[src/rtl/tpg_pkg.sv]
package tpg_pkg;
    localparam int STEP_W = 4;

    typedef enum logic [1:0] {
        SEL_FIX0 = 2'b00,
        SEL_FIX1 = 2'b01,
        SEL_RAMP = 2'b10,
        SEL_ALT  = 2'b11
    } tpg_sel_e;
endpackage

[src/rtl/tpg_ramp_next.sv]
module tpg_ramp_next #(
    parameter int W      = 24,
    parameter int STEP_W = 4
) (
    input  logic [W-1:0]      cur_i,
    input  logic [STEP_W-1:0] step_i,
    input  logic              restart_i,
    output logic [W-1:0]      nxt_o
);
    localparam logic [W-1:0] ONE = W'(1);

    always_comb begin
        if (restart_i) nxt_o = '0;
        else           nxt_o = cur_i + W'(step_i) + ONE;
    end
endmodule

[src/rtl/tpg_alt_next.sv]
module tpg_alt_next (
    input  logic restart_i,
    input  logic last_hi_i,
    output logic pick_hi_o
);
    always_comb pick_hi_o = restart_i ? 1'b0 : ~last_hi_i;
endmodule

[src/rtl/tpg_src_mux.sv]
module tpg_src_mux
    import tpg_pkg::*;
#(
    parameter int W = 24
) (
    input  logic         on_i,
    input  tpg_sel_e     sel_i,
    input  logic [W-1:0] conv_i,
    input  logic [W-1:0] w0_i,
    input  logic [W-1:0] w1_i,
    input  logic [W-1:0] ramp_i,
    input  logic         pick_hi_i,
    output logic [W-1:0] out_o
);
    always_comb begin
        if (!on_i) begin
            out_o = conv_i;
        end else begin
            unique case (sel_i)
                SEL_FIX0, SEL_FIX1: out_o = w0_i;
                SEL_RAMP:           out_o = ramp_i;
                SEL_ALT:            out_o = pick_hi_i ? w1_i : w0_i;
                default:            out_o = w0_i;
            endcase
        end
    end
endmodule

[src/rtl/tpg_channel.sv]
module tpg_channel
    import tpg_pkg::*;
#(
    parameter int W = 24
) (
    input  logic              clk,
    input  logic              rst_n,
    input  logic              strobe_i,
    input  logic [W-1:0]      conv_i,
    input  logic              tp_on_i,
    input  logic [1:0]        tp_sel_i,
    input  logic [STEP_W-1:0] step_i,
    input  logic [W-1:0]      word0_i,
    input  logic [W-1:0]      word1_i,
    output logic [W-1:0]      data_o
);
    typedef struct packed {
        logic [W-1:0] dout;
        logic         ramp_live;
        logic         alt_live;
        logic         alt_hi;
    } state_t;

    state_t s_d, s_q;

    tpg_sel_e     sel;
    logic         is_ramp, is_alt;
    logic [W-1:0] ramp_val;
    logic         pick_hi;
    logic [W-1:0] mux_out;

    assign sel     = tpg_sel_e'(tp_sel_i);
    assign is_ramp = tp_on_i && (sel == SEL_RAMP);
    assign is_alt  = tp_on_i && (sel == SEL_ALT);

    tpg_ramp_next #(.W(W), .STEP_W(STEP_W)) u_ramp (
        .cur_i     (s_q.dout),
        .step_i    (step_i),
        .restart_i (!s_q.ramp_live),
        .nxt_o     (ramp_val)
    );

    tpg_alt_next u_alt (
        .restart_i (!s_q.alt_live),
        .last_hi_i (s_q.alt_hi),
        .pick_hi_o (pick_hi)
    );

    tpg_src_mux #(.W(W)) u_mux (
        .on_i      (tp_on_i),
        .sel_i     (sel),
        .conv_i    (conv_i),
        .w0_i      (word0_i),
        .w1_i      (word1_i),
        .ramp_i    (ramp_val),
        .pick_hi_i (pick_hi),
        .out_o     (mux_out)
    );

    always_comb begin
        s_d = s_q;
        if (strobe_i) begin
            s_d.dout      = mux_out;
            s_d.ramp_live = is_ramp;
            s_d.alt_live  = is_alt;
            if (is_alt) s_d.alt_hi = pick_hi;
        end
    end

    always_ff @(posedge clk or negedge rst_n) begin
        if (!rst_n) s_q <= '0;
        else        s_q <= s_d;
    end

    assign data_o = s_q.dout;
endmodule

[config.mk]
export PLATFORM = sky130hd
export DESIGN_NAME = tpg_channel
export DESIGN_NICKNAME = d
export VERILOG_FILES = /design/src/rtl/tpg_pkg.sv /design/src/rtl/tpg_ramp_next.sv /design/src/rtl/tpg_alt_next.sv /design/src/rtl/tpg_src_mux.sv /design/src/rtl/tpg_channel.sv
export SDC_FILE = /design/constraint.sdc
export NUM_CORES = 1
export LEC_CHECK = 0
export CAP_MARGIN = 20
export CORE_MARGIN = 4
export CORE_UTILIZATION = 58
export DETAILED_ROUTE_END_ITERATION = 6
export DONT_BUFFER_PORTS = 1
export GPL_ROUTABILITY_DRIVEN = 1
export GPL_TIMING_DRIVEN = 0
export PLACE_DENSITY_LB_ADDON = 0.12
export SLEW_MARGIN = 25
export SYNTH_ARGS = -nofsm -noshare
export SYNTH_HDL_FRONTEND = slang
export SYNTH_SLANG_ARGS = --single-unit
[constraint.sdc]
create_clock -name clk -period 2.2 [get_ports clk]
set_clock_uncertainty 0.05 [all_clocks]
set_input_delay 0 -clock clk [delete_from_list [all_inputs] [get_ports clk]]
set_output_delay 0 -clock clk [all_outputs]
set_load 0.02 [all_outputs]
After elaboration in Yosys (flattened, before gate mapping). Cells that the tools add are included.

Register bits after elaboration: 27. Input bits: 82. Output and inout bits: 24. Logic and storage cells: 20.

Add/sub/neg operators: 2. Equality and inequality tests: 3. Mux-type cells: 5. Bitwise operators: 1. Reduce and logical (&&, ||, !) cells: 5.

Operators by type and width (number): 24-bit 2-to-1 mux (3); 24-bit one-hot mux with 3 select lines (1); 24-bit by 1-bit adder with 24-bit output (second input constant) (1); 24-bit by 4-bit adder with 24-bit output (1); 2-bit == test (second input constant) (2); 2-bit by 1-bit == test with 1-bit output (second input constant) (1); 1-bit logical AND (2); 2-bit logical NOT (1); 2-bit AND reduction (1); 2-bit OR reduction (1); 1-bit 2-to-1 mux (1); 1-bit NOT (1).

Depth between registers and ports, before layout. Gate-level depths: netlist of run 1.

Depth in word-level cells: 5. Mapped depth: 9. Gate-level depth less buffers: 9.

Modules after synthesis. A second synthesis of run 1 with hierarchy kept.

Cell total of the unflattened synthesis: 356. Area total of the unflattened synthesis: 3126.7 um^2.

Modules (own cells, without submodules): tpg_channel (times used 1, cells an instance 85, area an instance 1286.2 um^2, seq. area each 675.6 um^2); tpg_src_mux (times used 1, cells an instance 161, area an instance 1133.6 um^2, seq. area each 0.0 um^2); tpg_ramp_next (times used 1, cells an instance 109, area an instance 703.2 um^2, seq. area each 0.0 um^2); tpg_alt_next (times used 1, cells an instance 1, area an instance 3.8 um^2, seq. area each 0.0 um^2).

Worst setup path before layout of run 1. Ideal clock, no wire load.

Path type: reg2reg. Start: register s_q, in the netlist data_o[0]. End: register s_q, in the netlist data_o[18]. Setup time: 139 ps. Arrival time: 2029 ps. Data required time: 2011 ps. Slack: -17 ps. Cell stages (with the launch flop): 10. Buffers on the path: 0. Clock period less this slack: 2217 ps. Cell sequence: dfrtp_1 > inv_1 > ha_1 > inv_1 > fa_1 > a211o_1 > nand3_2 > or2_1 > nor4_1 > or4_1.

Word-level cells in the longest chain between the ends: 5.

Ends and longest elaborated chain: start: declaration (line tpg_channel.sv:24) `state_t s_d, s_q;`; start signal: assignment (line tpg_channel.sv:71) `if (!rst_n) s_q <= '0;`; start signal: assignment (line tpg_channel.sv:72) `else s_q <= s_d;`; 24-bit by 4-bit adder with 24-bit output (line tpg_ramp_next.sv:14) `else nxt_o = cur_i + W'(step_i) + ONE;`; 24-bit by 1-bit adder with 24-bit output (line tpg_ramp_next.sv:14); 24-bit 2-to-1 mux (line tpg_ramp_next.sv:13) `if (restart_i) nxt_o = '0;`; 24-bit one-hot mux with 3 select lines (line tpg_src_mux.sv:19) `unique case (sel_i)`; 24-bit 2-to-1 mux (line tpg_src_mux.sv:16) `if (!on_i) begin`.

Every way passes these cells. A chain may end at the register's enable or synchronous reset.

Worst setup path after layout of run 1.
Start: register s_q, in the netlist data_o[3]. End: register s_q, in the netlist data_o[21].

The elaborated chain is that of the path after synthesis.

==> flow_metrics.tcl, run 1 <==
set metrics [dict create \
    status "finished with violations" \
    violations "negative hold slack" \
    avgSynthCellArea_sq_um 8.224 \
    clk_latency_ps 290 \
    cp.arrival_ps 2300 \
    r2r-start "data_o[3]" \
    place_congestion 0.9481 \
    clockRootBuffer "clkbuf_8" \
    drtIter0Drc 332 \
    ff_latch_area_sq_um 675.6 \
    r2r_cells 6 \
    synth_xor_xnor_area_share_pct 0.6740 \
    drv_cap 0 \
    dieWidth_um 74.94 \
    synth_common_cells "37 x o21ai_0, 27 x dfrtp_1, 24 x buf_4, 19 x nand2_1, 16 x a21oi_1" \
    synth-adder-area-share_pct 2.696 \
    yosys_warnings 0 \
    cts_made_buffers 3 \
    syn_to_final_growth_pct 29.61 \
    cts.sinks 27 \
    drtAntennaViolNets 0 \
    fin_util_pct 77.36 \
    fin_ws_ps 17.94 \
    cts_tree "built" \
    worst_pin_slew_ps 584.9 \
    synth_most_common_cell "o21ai_0" \
    ys_types 61 \
    overflow 0 \
    synthesis.instances 316 \
    async_flop_share_pct 100.0 \
    avgViaCountPerCell 7.069 \
    crit_fanout 9 \
    hold_violations 3 \
    ys.flop_type "dfrtp_1" \
    synthSimpleGateAreaFrac_pct 20.61 \
    clock_path_buffers 2 \
    port-buffer-count 0 \
    drt_pass1_iterations 7 \
    min_from "conv_i[5]" \
    synth-edff-count 0 \
    synthMuxAreaShare_pct 0 \
    final.setup.tns_ps 0 \
    slew_headroom_pct 61.01 \
    die_area_sq_um 5615 \
    grt_max_degree 28 \
    fin_crit_ps 2182 \
    syn_nets 403 \
    crit_type "reg2reg" \
    core_area_sq_um 4354 \
    wl_um 9387 \
    hpwl_um 6097 \
    row_count 24 \
    syn_area_sq_um 2599 \
    grt_antenna_before_repair 0 \
    post-place-ws_ps -224.6 \
    reg2reg_setup_slack_ps 20 \
    vias 3061 \
    synth.largest_area_cell "dfrtp_1" \
    period_share_pct 99.18 \
    synth_compound_area_share_pct 37.55 \
    powerDensity_nw_per_um2 478.4 \
    ys_seq_area_share_pct 26.00 \
    crit_path_end_kind "register" \
    report.final.slew_viol_count 0 \
    grt_first_pass_wirelength_um 13800 \
    drive_above_1_share_pct 20.79 \
    critPathLaunchType "register" \
    ys_seq_elements 27 \
    synthTopCellsByArea "dfrtp_1 26%, o21ai_0 7.1%, buf_4 6.9%, a221oi_1 4.7%, a21oi_1 3.1%" \
    grt_use_total_pct 32.01 \
    setup_violations 0 \
    die_h_um 74.94 \
    whs_ps -5.904 \
    clkTransAtPathRegs_ps 110 \
    start_util_pct 59.68 \
    cts-htree-levels 1 \
    multi_input_area_sq_um 1668 \
    fillers 293 \
    ios 106 \
    hold_depth 3 \
    hold_path_class "in2reg" \
    wl_per_cell_um 21.68 \
    r2r-end "data_o[21]" \
    vdd_ir_drop_max_v 0.0003187 \
    p_leak_nw 1.334 \
    total_power_mw 1.611 \
    rsz0062_at_grt "yes" \
    synth_top_area_share_pct 26.00 \
    layout.nets 468 \
    crit_required_ps 2320 \
    grt_pass1_vias 2850 \
    synth_top_family_by_area "compound AO/OA/AOI/OAI gates" \
    min_delay_worst_endpoint "data_o[5]" \
    max_freq_ghz 0.4583 \
    drc 0 \
]
## layout make-up
| class | instances | share of cell area, % |
|---|---|---|
| Antenna cell | 1 | 0.07429 |
| Clock buffer | 3 | 1.226 |
| Inverter | 14 | 1.560 |
| Tap cell | 52 | 1.932 |
| Clock inverter | 1 | 0.1486 |
| Sequential cell | 27 | 20.06 |
| Multi-Input combinational cell | 230 | 49.52 |
| Buffer | 45 | 8.061 |
| Timing Repair Buffer | 60 | 17.42 |
## per-layer routing
metal / routed length [um] / up-vias / part of all wire, % / GRT usage (%)
li1: - / 1335 / - / -
met1: 3465 / 1416 / 37 / 41.16
met2: 4456 / 256 / 47 / 51.93
met3: 1083 / 54 / 12 / 6.542
met4: 382 / 0 / 4.1 / 14.03
met5: 0 / - / 0 / 0
## critical path: stages, from the launching register on
cell       delay [ps]
dfrtp_1           420
ha_2              410
a21o_1            140
nand2_2           160
a2111oi_4         440
nand3_1           120
a211o_1           310
## metrics by stage
step                      instance area [sq um]  std cells
final                                      3368        433
after global routing                       3366        432
after CTS                                  3272        426
after detailed placement                   2664        368
after global placement                     2664        368
after floorplan                            2599        316
## cells by family (layout without fill, tap and decap cells)
kind of cell	Yosys count	count (layout)
DFF	27	27
other	0	1
AOI/OAI and AO/OA	133	133
xor gates and xnor gates	2	2
buffers and inverters	59	123
and+or+nand+nor	90	90
adders and majority gates	5	5
## sequential cells by signal, indices dropped and copies added, names as in the netlist
| signal | flops |
|---|---|
| data_o | 24 |
| s_q | 3 |
## repair_timing
action,in CTS,in global routing
hold buffers,49,0
setup endpoints to repair,5,13
setup buffers,5,6
endpoints found under the hold margin,49,0
pin swaps,5,8
gates resized for setup,7,11
## worst max-delay path by stage
stage                   start    endpoint  slack, ps  cells past startpoint
global route        data_o[0]  data_o[18]        -10                      9
floorplan           data_o[0]  data_o[18]         20                      9
finish              data_o[3]  data_o[21]         20                      6
global placement    data_o[0]  data_o[18]       -230                      9
detailed placement  data_o[0]  data_o[22]       -220                      9
CTS                 data_o[0]  data_o[18]        -60                      9
## placed cells by master (no fill, tap or decap), types with 3 or more instances in the layout
cell	netlist	routed
o31a_1	3	3
dfrtp_1	27	27
nand2_1	19	19
nand2b_1	4	4
inv_1	14	12
o211ai_1	6	6
a31oi_1	4	4
buf_2	10	10
nand3_1	4	4
nor4_1	6	6
nand4_1	5	5
a211o_1	6	6
o22ai_1	3	3
clkbuf_1	11	11
o21ai_0	37	37
o221ai_1	7	7
a21oi_1	16	15
a21o_1	4	4
nor2_1	15	15
clkbuf_8	0	3
dlygate4sd3_1	0	48
nor2b_1	4	3
and3_1	3	3
or4_1	3	3
a221o_1	7	7
o2bb2ai_1	9	9
a221oi_1	14	14
buf_4	24	34
nor3_1	4	4
## where the power goes
| group | internal [mW] | switching [mW] | total, mW |
|---|---|---|---|
| logic | 0.308 | 0.351 | 0.659 |
| registers | 0.553 | 0.0944 | 0.647 |
| clock network | 0.128 | 0.177 | 0.305 |
No activity file was read; power rests on OpenSTA's default activity.
==> inputs of run 2 (changes only) <==
Settings changed: CORE_UTILIZATION 58 to 50, GPL_TIMING_DRIVEN 0 to not set.
==> run 2 against run 1 <==
Against the previous run:
- the run now ends clean
- largest cell class unchanged
- maximum frequency fell by 0.57%
- critical endpoint is now data_o[11]
- count of clock-buffer cells in the layout rose by 1
- first-iteration DRC count fell by 23%
==> flow_metrics.tcl, run 2 (same netlist as run 1, synthesis figures left out) <==
set metrics [dict create \
    rsz0062_at_grt "yes" \
    fin_ws_ps 5.501 \
    critPathLaunchType "register" \
    hold_path_class "in2reg" \
    grt_antenna_before_repair 0 \
    overflow 0 \
    ff_latch_area_sq_um 675.6 \
    hpwl_um 5942 \
    largest_reg_flops 24 \
    drc 0 \
    cp.arrival_ps 2370 \
    hold_violations 0 \
    fin_crit_ps 2194 \
    final_common_cell "dlygate4sd3_1" \
    setup_violations 0 \
    cts_setup_buffers 0 \
    dieWidth_um 80.10 \
    wl_um 9491 \
    max_freq_ghz 0.4557 \
    grt_first_pass_wirelength_um 14920 \
    cts_made_buffers 3 \
    die_area_sq_um 6415 \
    crit_path_end_kind "register" \
    syn_to_final_growth_pct 27.20 \
    clock_path_buffers 2 \
    drive_above_1_share_pct 16.80 \
    slew_headroom_pct 43.15 \
    cts-htree-levels 1 \
    avgViaCountPerCell 6.814 \
    wl_per_cell_um 22.07 \
    grt_pass1_vias 2905 \
    n_antenna_cell 0 \
    clkTransAtPathRegs_ps 100 \
    layout.nets 451 \
    start_util_pct 53.26 \
    report.final.slew_viol_count 0 \
    vdd_ir_drop_max_v 0.0002519 \
    crit_fanout 6 \
    whs_ps 5.135 \
    core_area_sq_um 4880 \
    drtIter0Drc 256 \
    clockRootBuffer "clkbuf_8" \
    cts.sinks 27 \
    worst_pin_slew_ps 851.8 \
    fillers 421 \
    drv_cap 0 \
    grt_max_degree 46 \
    drt_pass1_iterations 5 \
    period_share_pct 99.75 \
    vias 2930 \
    crit_required_ps 2370 \
    drtAntennaViolNets 0 \
    p_leak_nw 1.278 \
    clk_latency_ps 280 \
    post-place-ws_ps -20.64 \
    fin_util_pct 67.74 \
    crit_type "reg2reg" \
    port-buffer-count 0 \
    layout_common_cells "55 x dlygate4sd3_1, 37 x o21ai_0, 29 x buf_4, 27 x dfrtp_1, 19 x nand2_1" \
    multi_input_area_sq_um 1615 \
    grt_use_total_pct 30.01 \
    powerDensity_nw_per_um2 469.5 \
    ios 106 \
    cts_tree "built" \
    place_congestion 0.8231 \
    die_h_um 80.10 \
    row_count 25 \
    status "finished, final reports clean" \
]
[run 2: changes by cell type in the layout (fill, tap and decap cells not counted), sizes merged]
cell,delta
buf,-13
dlygate4sd3,+7
diode,-1
clkinv,-1
clkbuf,-10
[run 2: report_power, final]
part,total (mW),internal (mW),switching (mW)
registers,0.616,0.553,0.0631
clock network,0.304,0.130,0.173
logic,0.632,0.281,0.351
[run 2: worst max-delay path, stage by stage (launching register included)]
cell       delay [ps]
dfrtp_1           430
ha_1              280
nor2b_1           260
o2111ai_4         230
buf_4             220
a2111oi_1         380
o221ai_1          170
nand3b_1          110
[run 2: layer usage]
metal / GRT usage (%) / wire [um]
met5: 0 / 0
met4: 10.30 / 291
met3: 6.054 / 921
met2: 50.91 / 4542
met1: 37.72 / 3735
[run 2: repair_timing]
| action | 4_1_cts | 5_1_grt |
|---|---|---|
| gates resized for setup | 1 | 6 |
| hold endpoints to repair | 54 | 0 |
| hold buffers | 58 | 0 |
| pin swaps | 0 | 3 |
| endpoints found under the setup margin | 2 | 12 |
[run 2: final timing paths]
check	startpoint	endpoint	slack, ps	cells past startpoint
max in group asynchronous	rst_n	data_o[10]	1830	2
worst min-delay path	word0_i[12]	data_o[12]	5	3
worst max register to register	data_o[1]	data_o[11]	6	7
worst min register to register	s_q[0]	s_q[0]	510	2
worst max-delay path	data_o[1]	data_o[11]	6	7
min in group asynchronous	rst_n	data_o[2]	90	2
[run 2: through the flow]
| stage | cell area [sq um] | instances | TNS, ps | total power, mW |
|---|---|---|---|---|
| 2_1_floorplan | 2599 | 316 | 0 | 1.049 |
| 3_3_place_gp | 2653 | 368 | 0 | 1.115 |
| 3_5_place_dp | 2653 | 368 | -34.81 | 1.121 |
| 4_1_cts | 3299 | 430 | -30.52 | 1.546 |
| 5_1_grt | 3306 | 430 | -620.1 | 1.638 |
| 6_report | 3306 | 430 | 0 | 1.552 |
[run 2: final cells by class]
type / count / area share, %
multi-input cells: 230 / 48.86
repair buffers: 88 / 25.21
flip-flops and latches: 27 / 20.44
well taps: 67 / 2.536
inverters: 14 / 1.590
clock buffers: 4 / 1.363
==> inputs of run 3 (changes only) <==
Settings changed: RECOVER_POWER set to 100.
==> run 3 against run 2 <==
Against the previous run:
- the flow now finishes with violations (negative hold slack, max-capacitance violations, max-slew violations, negative setup slack)
- worst hold slack got worse by 7.0 ps
- first-iteration DRC count decreased by 1.6%
- cell count unchanged
- wire length increased by 0.12%
- power decreased by 2.0%
- via count decreased by 1.1%
- register-to-register slack got worse by 20 ps
- clock power increased by 2%
==> flow_metrics.tcl, run 3 (same netlist as run 1, synthesis figures left out) <==
set metrics [dict create \
    status "finished with violations" \
    violations "negative hold slack, max-capacitance violations, max-slew violations, negative setup slack" \
    ios 106 \
    p_leak_nw 1.210 \
    n_antenna_cell 0 \
    slew_headroom_pct -10.79 \
    overflow 0 \
    grt_max_degree 46 \
    die_area_sq_um 6415 \
    die_h_um 80.10 \
    drive_above_1_share_pct 12.12 \
    clk_latency_ps 280 \
    grt_util_met1_pct 37.72 \
    layout.nets 451 \
    avgViaCountPerCell 6.742 \
    finalNonFillerCells 430 \
    r2r-end "data_o[11]" \
    row_count 25 \
    r2r-start "data_o[1]" \
    grt_pass1_vias 2905 \
    crit_type "reg2reg" \
    layout_common_cells "55 x dlygate4sd3_1, 37 x o21ai_0, 27 x dfrtp_1, 19 x nand2_1, 18 x clkbuf_1" \
    setup_violations 1 \
    fin_ws_ps -15.36 \
    final_common_cell "dlygate4sd3_1" \
    grt_antenna_before_repair 0 \
    dp_cells 368 \
    core_area_sq_um 4880 \
    report.final.slew_viol_count 28 \
    dieWidth_um 80.10 \
    whs_ps -1.875 \
    wl_per_cell_um 22.10 \
    powerDensity_nw_per_um2 471.0 \
    grt_first_pass_wirelength_um 14920 \
    fin_crit_ps 2215 \
    r2r_cells 7 \
    crit_required_ps 2370 \
    hold_path_class "in2reg" \
    crit_fanout 6 \
    port-buffer-count 0 \
    top_usage_layer "met2" \
    use_met2_pct 50.91 \
    drtIter0Drc 252 \
    hold_depth 3 \
    reg2reg_setup_slack_ps -20 \
    cts-htree-levels 1 \
    period_share_pct 100.7 \
    wl_um 9502 \
    drtAntennaViolNets 0 \
    clockRootBuffer "clkbuf_8" \
    worst_pin_slew_ps 1662 \
    met3_usage_pct 6.054 \
    min_from "word0_i[12]" \
    critPathLaunchType "register" \
    vias 2899 \
    cts_made_buffers 3 \
    vdd_ir_drop_max_v 0.0002556 \
    clkTransAtPathRegs_ps 100 \
    syn_to_final_growth_pct 24.27 \
    drv_cap 1 \
    cts_setup_buffers 0 \
    hold_violations 1 \
    cts.sinks 27 \
    start_util_pct 53.26 \
    post-place-ws_ps -20.64 \
    max_freq_ghz 0.4514 \
    total_power_mw 1.521 \
    drc 0 \
    crit_path_end_kind "register" \
    cp.arrival_ps 2390 \
    fin_util_pct 66.18 \
    hpwl_um 5942 \
    fillers 434 \
    cts_tree "built" \
    clock_path_buffers 2 \
    drt_pass1_iterations 5 \
    place_congestion 0.8231 \
    largest_reg_flops 24 \
    grt_use_total_pct 30.01 \
    rsz0062_at_grt "yes" \
    min_delay_worst_endpoint "data_o[12]" \
]
## run 3: cell types whose count changed in the layout (fill, tap and decap cells not counted)
cell | previous run | this run
buf_12 | 3 | 2
buf_4 | 29 | 13
clkbuf_1 | 1 | 18
## run 3: metal layers
metal / share of wire [%] / wire length, um
met1: 40 / 3822
met2: 47 / 4495
met3: 9.6 / 914
met4: 2.8 / 269
met5: 0 / 0
## run 3: area by class of cell
type / instances / area (sq um) / share of cell area (%)
Tap cell: 67 / 83.83 / 2.596
Clock buffer: 4 / 45.04 / 1.395
Sequential cell: 27 / 675.6 / 20.92
Timing Repair Buffer: 88 / 757.0 / 23.44
Inverter: 14 / 52.55 / 1.627
Multi-Input combinational cell: 230 / 1615 / 50.02
## run 3: how the worst max path moves through the flow
stage	startpoint	to	slack [ps]
2_1_floorplan	data_o[0]	data_o[18]	20
3_3_place_gp	data_o[0]	data_o[22]	50
3_5_place_dp	data_o[0]	data_o[22]	-20
4_1_cts	data_o[0]	data_o[22]	-30
5_1_grt	data_o[0]	data_o[22]	-110
6_report	data_o[1]	data_o[11]	-20
## run 3: worst max-delay path: stages (launching register included)
cell       delay, ps
dfrtp_1          430
ha_1             280
nor2b_1          260
o2111ai_4        220
buf_4            210
a2111oi_1        390
o221ai_1         180
nand3b_1         120
## run 3: through the flow
stage / cell area, sq um / hold WS, ps / setup TNS [ps]
global placement: 2653 / -344.4 / 0
global route: 3229 / 5.125 / -655.6
CTS: 3299 / 0.8540 / -30.52
finish: 3229 / -1.875 / -15.36
detailed placement: 2653 / -344.7 / -34.81
floorplan: 2599 / -345.6 / 0
## run 3: what timing repair did
action                                 in CTS  in global routing
hold buffers                               58                  0
endpoints found under the hold margin      54                  0
pin swaps                                   0                  3
resized for setup                           1                  6
setup endpoints to repair                   2                 12
## run 3: power by group
group	switching (mW)	internal, mW
combinational	0.350	0.247
sequential	0.0617	0.553
clock	0.179	0.131
